[src/rtl/lcd_seq_pkg.sv]
package lcd_seq_pkg;

  typedef enum logic [2:0] {
    LV_VSS = 3'd0,
    LV_LC2 = 3'd1,
    LV_LC1 = 3'd2,
    LV_LC0 = 3'd3,
    LV_VDD = 3'd4
  } lvl_t;

  typedef enum logic [1:0] {
    SCH_STATIC = 2'd0,
    SCH_HALF   = 2'd1,
    SCH_THIRD  = 2'd2
  } scheme_t;

  // Common pin level for a given bias scheme, select state and frame polarity.
  function automatic lvl_t com_level(scheme_t sch, logic sel, logic neg);
    lvl_t lv;
    case (sch)
      SCH_HALF:  lv = sel ? (neg ? LV_VSS : LV_LC0) : LV_LC1;
      SCH_THIRD: lv = sel ? (neg ? LV_VSS : LV_LC0) : (neg ? LV_LC1 : LV_LC2);
      default:   lv = neg ? LV_VSS : LV_LC0;
    endcase
    return lv;
  endfunction

  // Segment pin level: lit pixels oppose the selected common.
  function automatic lvl_t seg_level(scheme_t sch, logic lit, logic neg);
    lvl_t lv;
    if (lit)
      lv = neg ? LV_LC0 : LV_VSS;
    else if (sch == SCH_THIRD)
      lv = neg ? LV_LC2 : LV_LC1;
    else
      lv = neg ? LV_VSS : LV_LC0;
    return lv;
  endfunction

endpackage

[src/rtl/lcd_slot_timer.sv]
module lcd_slot_timer #(
  parameter int NUM_COM = 4,
  parameter int CLK_DIV = 8,
  localparam int SW = $clog2(NUM_COM),
  localparam int CW = $clog2(CLK_DIV)
) (
  input  logic          clk,
  input  logic          rst,
  input  logic          run,
  input  logic [SW-1:0] last_slot,
  output logic [CW-1:0] cnt,
  output logic [SW-1:0] slot,
  output logic          neg
);

  logic tick;
  assign tick = (cnt == CW'(CLK_DIV - 1));

  always_ff @(posedge clk) begin
    if (rst || !run) begin
      cnt  <= '0;
      slot <= '0;
      neg  <= 1'b0;
    end else if (tick) begin
      cnt <= '0;
      if (slot >= last_slot) begin
        slot <= '0;
        neg  <= ~neg;
      end else begin
        slot <= slot + 1'b1;
      end
    end else begin
      cnt <= cnt + 1'b1;
    end
  end

  // frame wrap flips polarity and returns to slot 0
  a_r3_pol_flip: assert property (@(posedge clk) disable iff (rst)
    (run && tick && slot >= last_slot) |=> (!run || (slot == '0 && neg != $past(neg))));

  // slot index only moves at the end of a slot
  a_r2_slot_hold: assert property (@(posedge clk) disable iff (rst)
    (run && !tick) |=> (!run || $stable(slot)));

endmodule

[src/rtl/lcd_disp_ram.sv]
module lcd_disp_ram #(
  parameter int NUM_SEG = 32,
  parameter int NUM_COM = 4,
  localparam int AW = $clog2(NUM_SEG)
) (
  input  logic                       clk,
  input  logic                       rst,
  input  logic                       wr_en,
  input  logic [AW-1:0]              wr_addr,
  input  logic [NUM_COM-1:0]         wr_data,
  output logic [NUM_SEG*NUM_COM-1:0] bits
);

  logic [NUM_COM-1:0] mem [NUM_SEG];

  always_ff @(posedge clk) begin
    if (rst) begin
      for (int i = 0; i < NUM_SEG; i++) mem[i] <= '0;
    end else if (wr_en) begin
      mem[wr_addr] <= wr_data;
    end
  end

  for (genvar s = 0; s < NUM_SEG; s++) begin : g_flat
    assign bits[s*NUM_COM +: NUM_COM] = mem[s];
  end

  // written word is held at the addressed location
  a_r9_write: assert property (@(posedge clk) disable iff (rst)
    wr_en |=> (mem[$past(wr_addr)] == $past(wr_data)));

endmodule

[src/rtl/lcd_pin_drive.sv]
module lcd_pin_drive
  import lcd_seq_pkg::*;
#(
  parameter int NUM_COM  = 4,
  parameter int NUM_SEG  = 32,
  parameter int NUM_PORT = 8,
  parameter int CLK_DIV  = 8,
  localparam int SW = $clog2(NUM_COM),
  localparam int CW = $clog2(CLK_DIV),
  localparam int LW = 3,
  localparam int PORT_BASE = NUM_SEG - NUM_PORT
) (
  input  logic                       clk,
  input  logic                       rst,
  input  logic                       en,
  input  scheme_t                    sch,
  input  logic [SW-1:0]              last_slot,
  input  logic [CW-1:0]              cnt,
  input  logic [SW-1:0]              slot,
  input  logic                       neg,
  input  logic [NUM_SEG*NUM_COM-1:0] pix,
  input  logic [NUM_PORT-1:0]        port_sel,
  input  logic [NUM_PORT-1:0]        port_val,
  output logic [NUM_COM*LW-1:0]      com_lvl_o,
  output logic [NUM_SEG*LW-1:0]      seg_lvl_o,
  output logic                       fsync_o,
  output logic                       dclk_o
);

  logic [NUM_COM*LW-1:0] com_nx;
  logic [NUM_SEG*LW-1:0] seg_nx;

  for (genvar c = 0; c < NUM_COM; c++) begin : g_com
    logic used, sel;
    assign used = (SW'(c) <= last_slot);
    assign sel  = used && (slot == SW'(c));
    assign com_nx[c*LW +: LW] = en ? com_level(sch, sel, neg) : LV_VSS;
  end

  for (genvar s = 0; s < NUM_SEG; s++) begin : g_seg
    logic [NUM_COM-1:0] word;
    lvl_t               lcd_lv;
    assign word   = pix[s*NUM_COM +: NUM_COM];
    assign lcd_lv = en ? seg_level(sch, word[slot], neg) : LV_VSS;
    if (s >= PORT_BASE) begin : g_port
      assign seg_nx[s*LW +: LW] = port_sel[s-PORT_BASE]
                                  ? (port_val[s-PORT_BASE] ? LV_VDD : LV_VSS)
                                  : lcd_lv;
      // a pin in port mode carries the port bit as a full-rail level
      a_r10_port: assert property (@(posedge clk) disable iff (rst)
        port_sel[s-PORT_BASE] |=> (seg_lvl_o[s*LW +: LW] ==
          ($past(port_val[s-PORT_BASE]) ? LV_VDD : LV_VSS)));
    end else begin : g_lcd
      assign seg_nx[s*LW +: LW] = lcd_lv;
    end
  end

  always_ff @(posedge clk) begin
    if (rst) begin
      com_lvl_o <= '0;
      seg_lvl_o <= '0;
      fsync_o   <= 1'b0;
      dclk_o    <= 1'b0;
    end else begin
      com_lvl_o <= com_nx;
      seg_lvl_o <= seg_nx;
      fsync_o   <= en && (slot == '0);
      dclk_o    <= en && (cnt < CW'(CLK_DIV / 2));
    end
  end

  // a disabled display grounds all commons and silences sync and clock
  a_r1_dark: assert property (@(posedge clk) disable iff (rst)
    !en |=> (com_lvl_o == '0 && !fsync_o && !dclk_o));

  // a frame always starts in the high half of the display clock
  a_r11_sync_phase: assert property (@(posedge clk) disable iff (rst)
    $rose(fsync_o) |-> dclk_o);

endmodule

[src/rtl/lcd_wave_seq.sv]
module lcd_wave_seq
  import lcd_seq_pkg::*;
#(
  parameter int NUM_COM  = 4,
  parameter int NUM_SEG  = 32,
  parameter int NUM_PORT = 8,
  parameter int CLK_DIV  = 8,
  localparam int AW = $clog2(NUM_SEG),
  localparam int SW = $clog2(NUM_COM),
  localparam int CW = $clog2(CLK_DIV),
  localparam int LW = 3
) (
  input  logic                  clk,
  input  logic                  rst,
  input  logic                  disp_en,
  input  logic [1:0]            duty_sel,
  input  logic                  bias_third,
  input  logic                  wr_en,
  input  logic [AW-1:0]         wr_addr,
  input  logic [NUM_COM-1:0]    wr_data,
  input  logic [NUM_PORT-1:0]   port_sel,
  input  logic [NUM_PORT-1:0]   port_val,
  output logic [NUM_COM*LW-1:0] com_lvl_o,
  output logic [NUM_SEG*LW-1:0] seg_lvl_o,
  output logic                  fsync_o,
  output logic                  dclk_o
);

  scheme_t               sch;
  logic [SW-1:0]         last_slot;
  logic [CW-1:0]         cnt;
  logic [SW-1:0]         slot;
  logic                  neg;
  logic [NUM_SEG*NUM_COM-1:0] pix;

  always_comb begin
    last_slot = SW'(duty_sel);
    case (duty_sel)
      2'd0:    sch = SCH_STATIC;
      2'd1:    sch = SCH_HALF;
      2'd2:    sch = bias_third ? SCH_THIRD : SCH_HALF;
      default: sch = SCH_THIRD;
    endcase
  end

  lcd_slot_timer #(.NUM_COM(NUM_COM), .CLK_DIV(CLK_DIV)) u_timer (
    .clk(clk), .rst(rst), .run(disp_en), .last_slot(last_slot),
    .cnt(cnt), .slot(slot), .neg(neg)
  );

  lcd_disp_ram #(.NUM_SEG(NUM_SEG), .NUM_COM(NUM_COM)) u_ram (
    .clk(clk), .rst(rst), .wr_en(wr_en), .wr_addr(wr_addr),
    .wr_data(wr_data), .bits(pix)
  );

  lcd_pin_drive #(.NUM_COM(NUM_COM), .NUM_SEG(NUM_SEG), .NUM_PORT(NUM_PORT),
                  .CLK_DIV(CLK_DIV)) u_drive (
    .clk(clk), .rst(rst), .en(disp_en), .sch(sch), .last_slot(last_slot),
    .cnt(cnt), .slot(slot), .neg(neg), .pix(pix),
    .port_sel(port_sel), .port_val(port_val),
    .com_lvl_o(com_lvl_o), .seg_lvl_o(seg_lvl_o),
    .fsync_o(fsync_o), .dclk_o(dclk_o)
  );

endmodule

[config.mk]
export PLATFORM = sky130hd
export DESIGN_NAME = lcd_wave_seq
export DESIGN_NICKNAME = d
export VERILOG_FILES = /design/src/rtl/lcd_seq_pkg.sv /design/src/rtl/lcd_slot_timer.sv /design/src/rtl/lcd_disp_ram.sv /design/src/rtl/lcd_pin_drive.sv /design/src/rtl/lcd_wave_seq.sv
export SDC_FILE = /design/constraint.sdc
export NUM_CORES = 1
export LEC_CHECK = 0
export BUFFER_PORTS_ARGS = -buffer_cell sky130_fd_sc_hd__buf_2
export CAP_MARGIN = 20
export CORE_ASPECT_RATIO = 0.5
export CORE_MARGIN = 8
export CORE_UTILIZATION = 50
export DETAILED_ROUTE_END_ITERATION = 16
export PLACE_DENSITY = 0.75
export RECOVER_POWER = 25
export SETUP_SLACK_MARGIN = 0.1
export SLEW_MARGIN = 10
export SYNTH_ARGS = -nofsm -noshare
export SYNTH_HDL_FRONTEND = slang
export SYNTH_SLANG_ARGS = --single-unit
export TNS_END_PERCENT = 100
[constraint.sdc]
create_clock -name clk -period 1.8 [get_ports clk]
set_input_delay 0.27 -clock clk [delete_from_list [all_inputs] [get_ports clk]]
set_output_delay 0.27 -clock clk [all_outputs]
set_load 0.1 [all_outputs]
Yosys cells after proc, flatten, opt, wreduce, memory -nomap -nowiden
Memory sizes are Yosys's and may differ from the RTL's.
Cells that the tools add are included.
Storage, ports and cells
  register bits after elaboration: 116
  bits in writable memories: 128
  input port bits: 32
  logic and storage cells: 190
  memories: 1
  output and inout bits: 110
Cells by class
  eq/ne operators: 8
  bitwise logic cells: 2
  order comparisons: 7
  add/sub/neg operators: 2
  reductions and logical operators: 14
  mux-type cells: 148
Memories
  u_ram.mem: words 32, width 4, read ports 32, clocked after memory_dff 0, write ports 32, RTL line lcd_disp_ram.sv:14  | logic [NUM_COM-1:0] mem [NUM_SEG];
Operator list (count)
  $mux W3: 60
  $bmux W1 S2: 32
  $mux W1: 38
  $pmux W3 S2: 4
  $mux W2: 11
  $eq A2 B2 Y1 const B: 4
  $eq A2 B1 Y1 const B: 3
  $logic_and A1 B1 Y1: 6
  $pmux W2 S3: 1
  $mux W5: 1
  $le A1 B2 Y1 const A: 2
  $le A2 B2 Y1 const A: 2
  $logic_not A2 Y1: 2
  $mux W4: 1
  $reduce_or A2 Y1: 2
  $reduce_or A4 Y1: 1
  $add A3 B1 Y3 const B: 1
  $eq A3 B3 Y1 const B: 1
  $lt A2 B3 Y1 const B: 1
  $lt A3 B3 Y1 const B: 1
  $add A2 B1 Y2 const B: 1
  $ge A2 B2 Y1: 1
  $not A1 Y1: 2
  $reduce_and A2 Y1: 1
  other kinds (2): 2

Longest topological paths before layout
  depth in word-level cells: 7
  depth in mapped cells: 9
  gate-level depth less buffers: 7

By module
From an unflattened synthesis, not the netlist that was laid out.
Unflattened totals
  cells, all modules: 778
  area, all modules: 9390.3 µm²
By module, submodules not included
  lcd_disp_ram: cells each 362, area an instance 5205.0 µm², times used 1, seq. area each 3843.7 µm²
  lcd_pin_drive: cells each 386, area an instance 3885.0 µm², times used 1, seq. area each 1641.6 µm²
  lcd_slot_timer: cells each 27, area an instance 276.5 µm², times used 1, seq. area each 120.1 µm²
  lcd_wave_seq: cells each 3, area an instance 23.8 µm², times used 1, seq. area each 0.0 µm²

Least setup slack after synthesis
No wires, ideal clock.
  path type: in2reg
  start: in duty_sel[0]
  end: reg u_drive.seg_lvl_o[36]
  stages on the path: 8
  buffers on the path: 3
  arrival: 1.786 ns
  setup slack: -0.114 ns
  library setup time: 0.129 ns
  data required time: 1.671 ns
  path through: buf_2 -> o21a_1 -> inv_1 -> ha_1 -> clkbuf_1 -> nand2b_1 -> clkbuf_1 -> o21ai_0
On the way
  word-level cells in the longest chain between the ends: 5
  elaborated cells on any way between the ends: 7
  classes of those cells: eq/ne (3); mux (3); reduce/logical (1)
Ends and longest elaborated chain
  start: declaration: RTL line lcd_wave_seq.sv:16  | input logic [1:0] duty_sel,
  $eq A2 B2 Y1, or another cell as far along: RTL line lcd_wave_seq.sv:38  | case (duty_sel)
  $pmux W2 S3 *: RTL line lcd_wave_seq.sv:38
  $eq A2 B2 Y1 *: RTL line lcd_seq_pkg.sv:33  | else if (sch == SCH_THIRD)
  $mux W3 *: RTL line lcd_seq_pkg.sv:33
  $mux W3 *: RTL line lcd_seq_pkg.sv:31  | if (lit)
  end signal: assignment: RTL line lcd_pin_drive.sv:66  | seg_lvl_o <= seg_nx;
  end: declaration: RTL line lcd_pin_drive.sv:25  | output logic [NUM_SEG*LW-1:0] seg_lvl_o,
Mark *: on every way between the ends. The rest lies on a longest branch, timed or not.
A chain may end at the register's enable or synchronous reset.

Worst setup path in the final report
  start: reg u_timer.neg
  end: reg u_drive.seg_lvl_o[1]
On the way
  word-level cells in the longest chain between the ends: 3
  elaborated cells on any way between the ends: 5
  classes of those cells: mux (5)
Ends and longest elaborated chain
  start: declaration: RTL line lcd_slot_timer.sv:13  | output logic neg
  start signal: assignment: RTL line lcd_slot_timer.sv:28  | neg <= ~neg;
  $mux W2 (on tied branches): RTL line lcd_seq_pkg.sv:36, lcd_seq_pkg.sv:34
  $mux W3: RTL line lcd_seq_pkg.sv:33
  $mux W3 *: RTL line lcd_seq_pkg.sv:31
Marked as above.

==> results.toml <==
[floorplan]
die-area_mm2 = 0.02233
placementRows = 34
dieWidth_um = 203.5
core_area_mm2 = 0.01727
initial_core_util_pct = 50.87
fp.dieH_um = 109.7
ios = 142

[global_route]
grt_max_degree = 40
grt_overflow = 0
grt_pass1_wl_um = 33260
grt_antenna_before_repair = 0
grt.total_usage_pct = 19.14
grt_pass1_vias = 5953

[logic_synthesis]
ys.flop_type = "edfxtp_1"
syn-instance-count = 712
syn_area_mm2 = 0.008786
synth_most_common_cell = "nor2_1"
ys_seq_elements = 216
synth_edf_count = 128
synth_area_leaders = "edfxtp_1 44%, dfxtp_1 20%, mux4_2 6.7%, nor2_1 6.7%, buf_4 2.6%"
yosysSeqAreaShare_pct = 63.80
yosysWarnings = 0
yosys-top-cells-count = "156 x nor2_1, 128 x edfxtp_1, 88 x dfxtp_1, 45 x o21ai_0"
synth_top_cell_by_area = "edfxtp_1"
yosysTopAreaCellShare_pct = 43.75
async_flop_share_pct = 0
avgSynthCellArea_um2 = 12.34
ys_types = 37

[clock_network]
cts_inserted_buffers = 20
clockBufferDepth = 3
clk_pin_slew_worst_paths_ns = 0.07
cts_tree = "yes"
post_cts_buffers = 0
clockRootBuffer = "clkbuf_16"
clk_latency_ns = 0.49
h-tree-depth = 1
cts.sinks = 216

[sta]
max_slew_margin_pct = 48.58
drv_slew = 0
hold_viol_final = 0
fin_crit_sh_pct = 90.99
worst_pin_slew_ns = 0.7713
tns_ns = 0
fin_skew_ns = 0.01370
setup_viol = 0
min_period_ns = 1.638
rsz0062_at_grt = "true"
fmax_mhz = 610.5

[routing]
wl_um = 21750
drt_drc_violations_left = 0
via_per_inst = 5.512
dr.first_iter.drc_count = 651
wl_per_cell_um = 19.76
dr_total_vias = 6069
dr.pass1.iters = 5
drtAntennaViolNets = 0

[worst_setup_path]
rr_endpoint = "u_drive.seg_lvl_o[1]"
r2r-start = "u_timer.neg"
criticalPathCategory = "reg2reg"
crit_required_ns = 2.16
end_kind = "flop"
reg2reg_depth = 5
crit_start = "u_timer.neg"
cp_top_family = "compound AO/OA/AOI/OAI gates"
path_cells = "inv_1, ha_1, a21oi_4, nand2b_4, o21ai_0"
cp.buffers_inverters = 1
critPathLaunchType = "flop"
crit_path_max_fanout = 24
reg2reg_slack_ns = 0.16
crit_slowest_cell = "nand2b_4"
cp_data_arrival_time_ns = 2.00
cpPeakStageDelay_ns = 0.38
cp.depth = 5

[cells_and_area]
fill_cells = 1356
num_antenna_cells = 0
drive_gt1_share_pct = 24.34
area_growth_pct = 17.82
finalNetCount = 896
stdcell_area_mm2 = 0.01035

[worst_hold_path]
min_to = "u_drive.seg_lvl_o[92]"
hold_path_depth = 3
hold_path.class = "in2reg"
hold_path.startpoint = "port_val[6]"

[pwr]
powerDensity_mw_per_mm2 = 1054
power.internal_w = 0.007977
p_leak_nw = 3.892
p_sw_share_pct = 26.88
clkPwrFrac_pct = 37.1
combPwrFrac_pct = 12.4
peakVddDrop_mv = 0.6445
power_switching_w = 0.002933
seq_power_share_pct = 50.5

[place]
place_congestion = 0.7781
place_area_mm2 = 0.009759
portBuffers = 113
place_hpwl_um = 14680

[run]
maxCapViolCount = 0

[status]
outcome = "finished, final reports clean"
through the flow:
stage               total power, W  util (%)  hold WS [ns]  setup slack (ns)  cells
floorplan                 0.006702         -        0.3715            0.1069    739
global placement          0.006932     56.51        0.4098           0.08098   1061
detailed placement        0.006965     56.51        0.4181           0.01972   1061
CTS                        0.01097     60.35     0.0005214            0.1498   1101
global route               0.01123     59.93      0.009659           0.06244   1101
finish                     0.01091     59.93       0.01122            0.1621   1101
sequential cells by signal (all words and copies together), names as in the netlist:
name / count
u_drive.com_lvl_o: 8
u_drive.dclk_o: 1
u_drive.fsync_o: 1
u_drive.seg_lvl_o: 72
u_ram.mem: 128
u_timer.cnt: 3
u_timer.neg: 1
u_timer.slot: 2
layout by cell type, fill, tap and decap left out, types with 5 or more instances in the layout:
master and instances:
nor2_1 156, edfxtp_1 128, buf_2 112, dfxtp_1 87
o21ai_0 45, nand3_1 37, nand2_1 36, buf_4 33
o21bai_1 29, conb_1 28, mux4_2 26, clkbuf_1 23
clkbuf_16 21, o41ai_1 15, ha_1 11, nand2b_1 7
o21ai_1 7, a21oi_1 6, mux4_1 6, inv_1 5
worst register-to-register path: stages, from the launching register on:
cell and delay [ns]:
dfxtp_1 0.35, inv_1 0.07, ha_1 0.22, a21oi_4 0.30
nand2b_4 0.38, o21ai_0 0.19
power groups by stage:
| stage | Combinational (W) | Sequential (W) | Clock, W |
|---|---|---|---|
| floorplan | 0.000618 | 0.00608 | 0 |
| global placement | 0.00133 | 0.00560 | 0 |
| detailed placement | 0.00135 | 0.00562 | 0 |
| CTS | 0.00136 | 0.00551 | 0.00410 |
| global route | 0.00141 | 0.00553 | 0.00429 |
| finish | 0.00135 | 0.00551 | 0.00405 |
final cells by class:
cell class,count,area (um2),area share [%]
Inverter,5,18.77,0.1813
Clock buffer,32,596.8,5.766
Multi-Input combinational cell,441,2843,27.46
Sequential cell,216,5607,54.16
Timing Repair Buffer,169,965.9,9.332
Tap cell,234,292.8,2.828
Clock inverter,4,27.53,0.2659
worst max-delay path by stage:
stage	end	slack, ns
after floorplan	u_drive.seg_lvl_o[45]	0.11
after global placement	u_drive.seg_lvl_o[37]	0.08
after global routing	u_drive.seg_lvl_o[42]	0.06
after detailed placement	u_drive.seg_lvl_o[64]	0.02
final	u_drive.seg_lvl_o[1]	0.16
after CTS	u_drive.seg_lvl_o[64]	0.15
kinds of logic after synthesis:
kind of cell             after synthesis  share of synthesized area [%]
buffers and inverters                 82                          5.198
multiplexers                          35                          8.801
AND/OR/NAND/NOR                      254                          12.22
adder cells (fa/ha/maj)               11                          1.566
AO/OA/AOI/OAI                        113                          8.374
flip-flops                           216                          63.80
other                                  1                        0.04268
timing repair:
item,in CTS,in global routing
resized for setup,0,2
setup endpoints to repair,0,6
hold buffers,4,0
hold endpoints to repair,4,0
routing by layer:
metal | GRT usage, % | part of all wire [%]
met4 | 5.353 | 2.4
met5 | 0 | 0
met1 | 24.11 | 39
met3 | 5.206 | 10
met2 | 32.63 | 48
No activity file was read; power rests on OpenSTA's default activity.
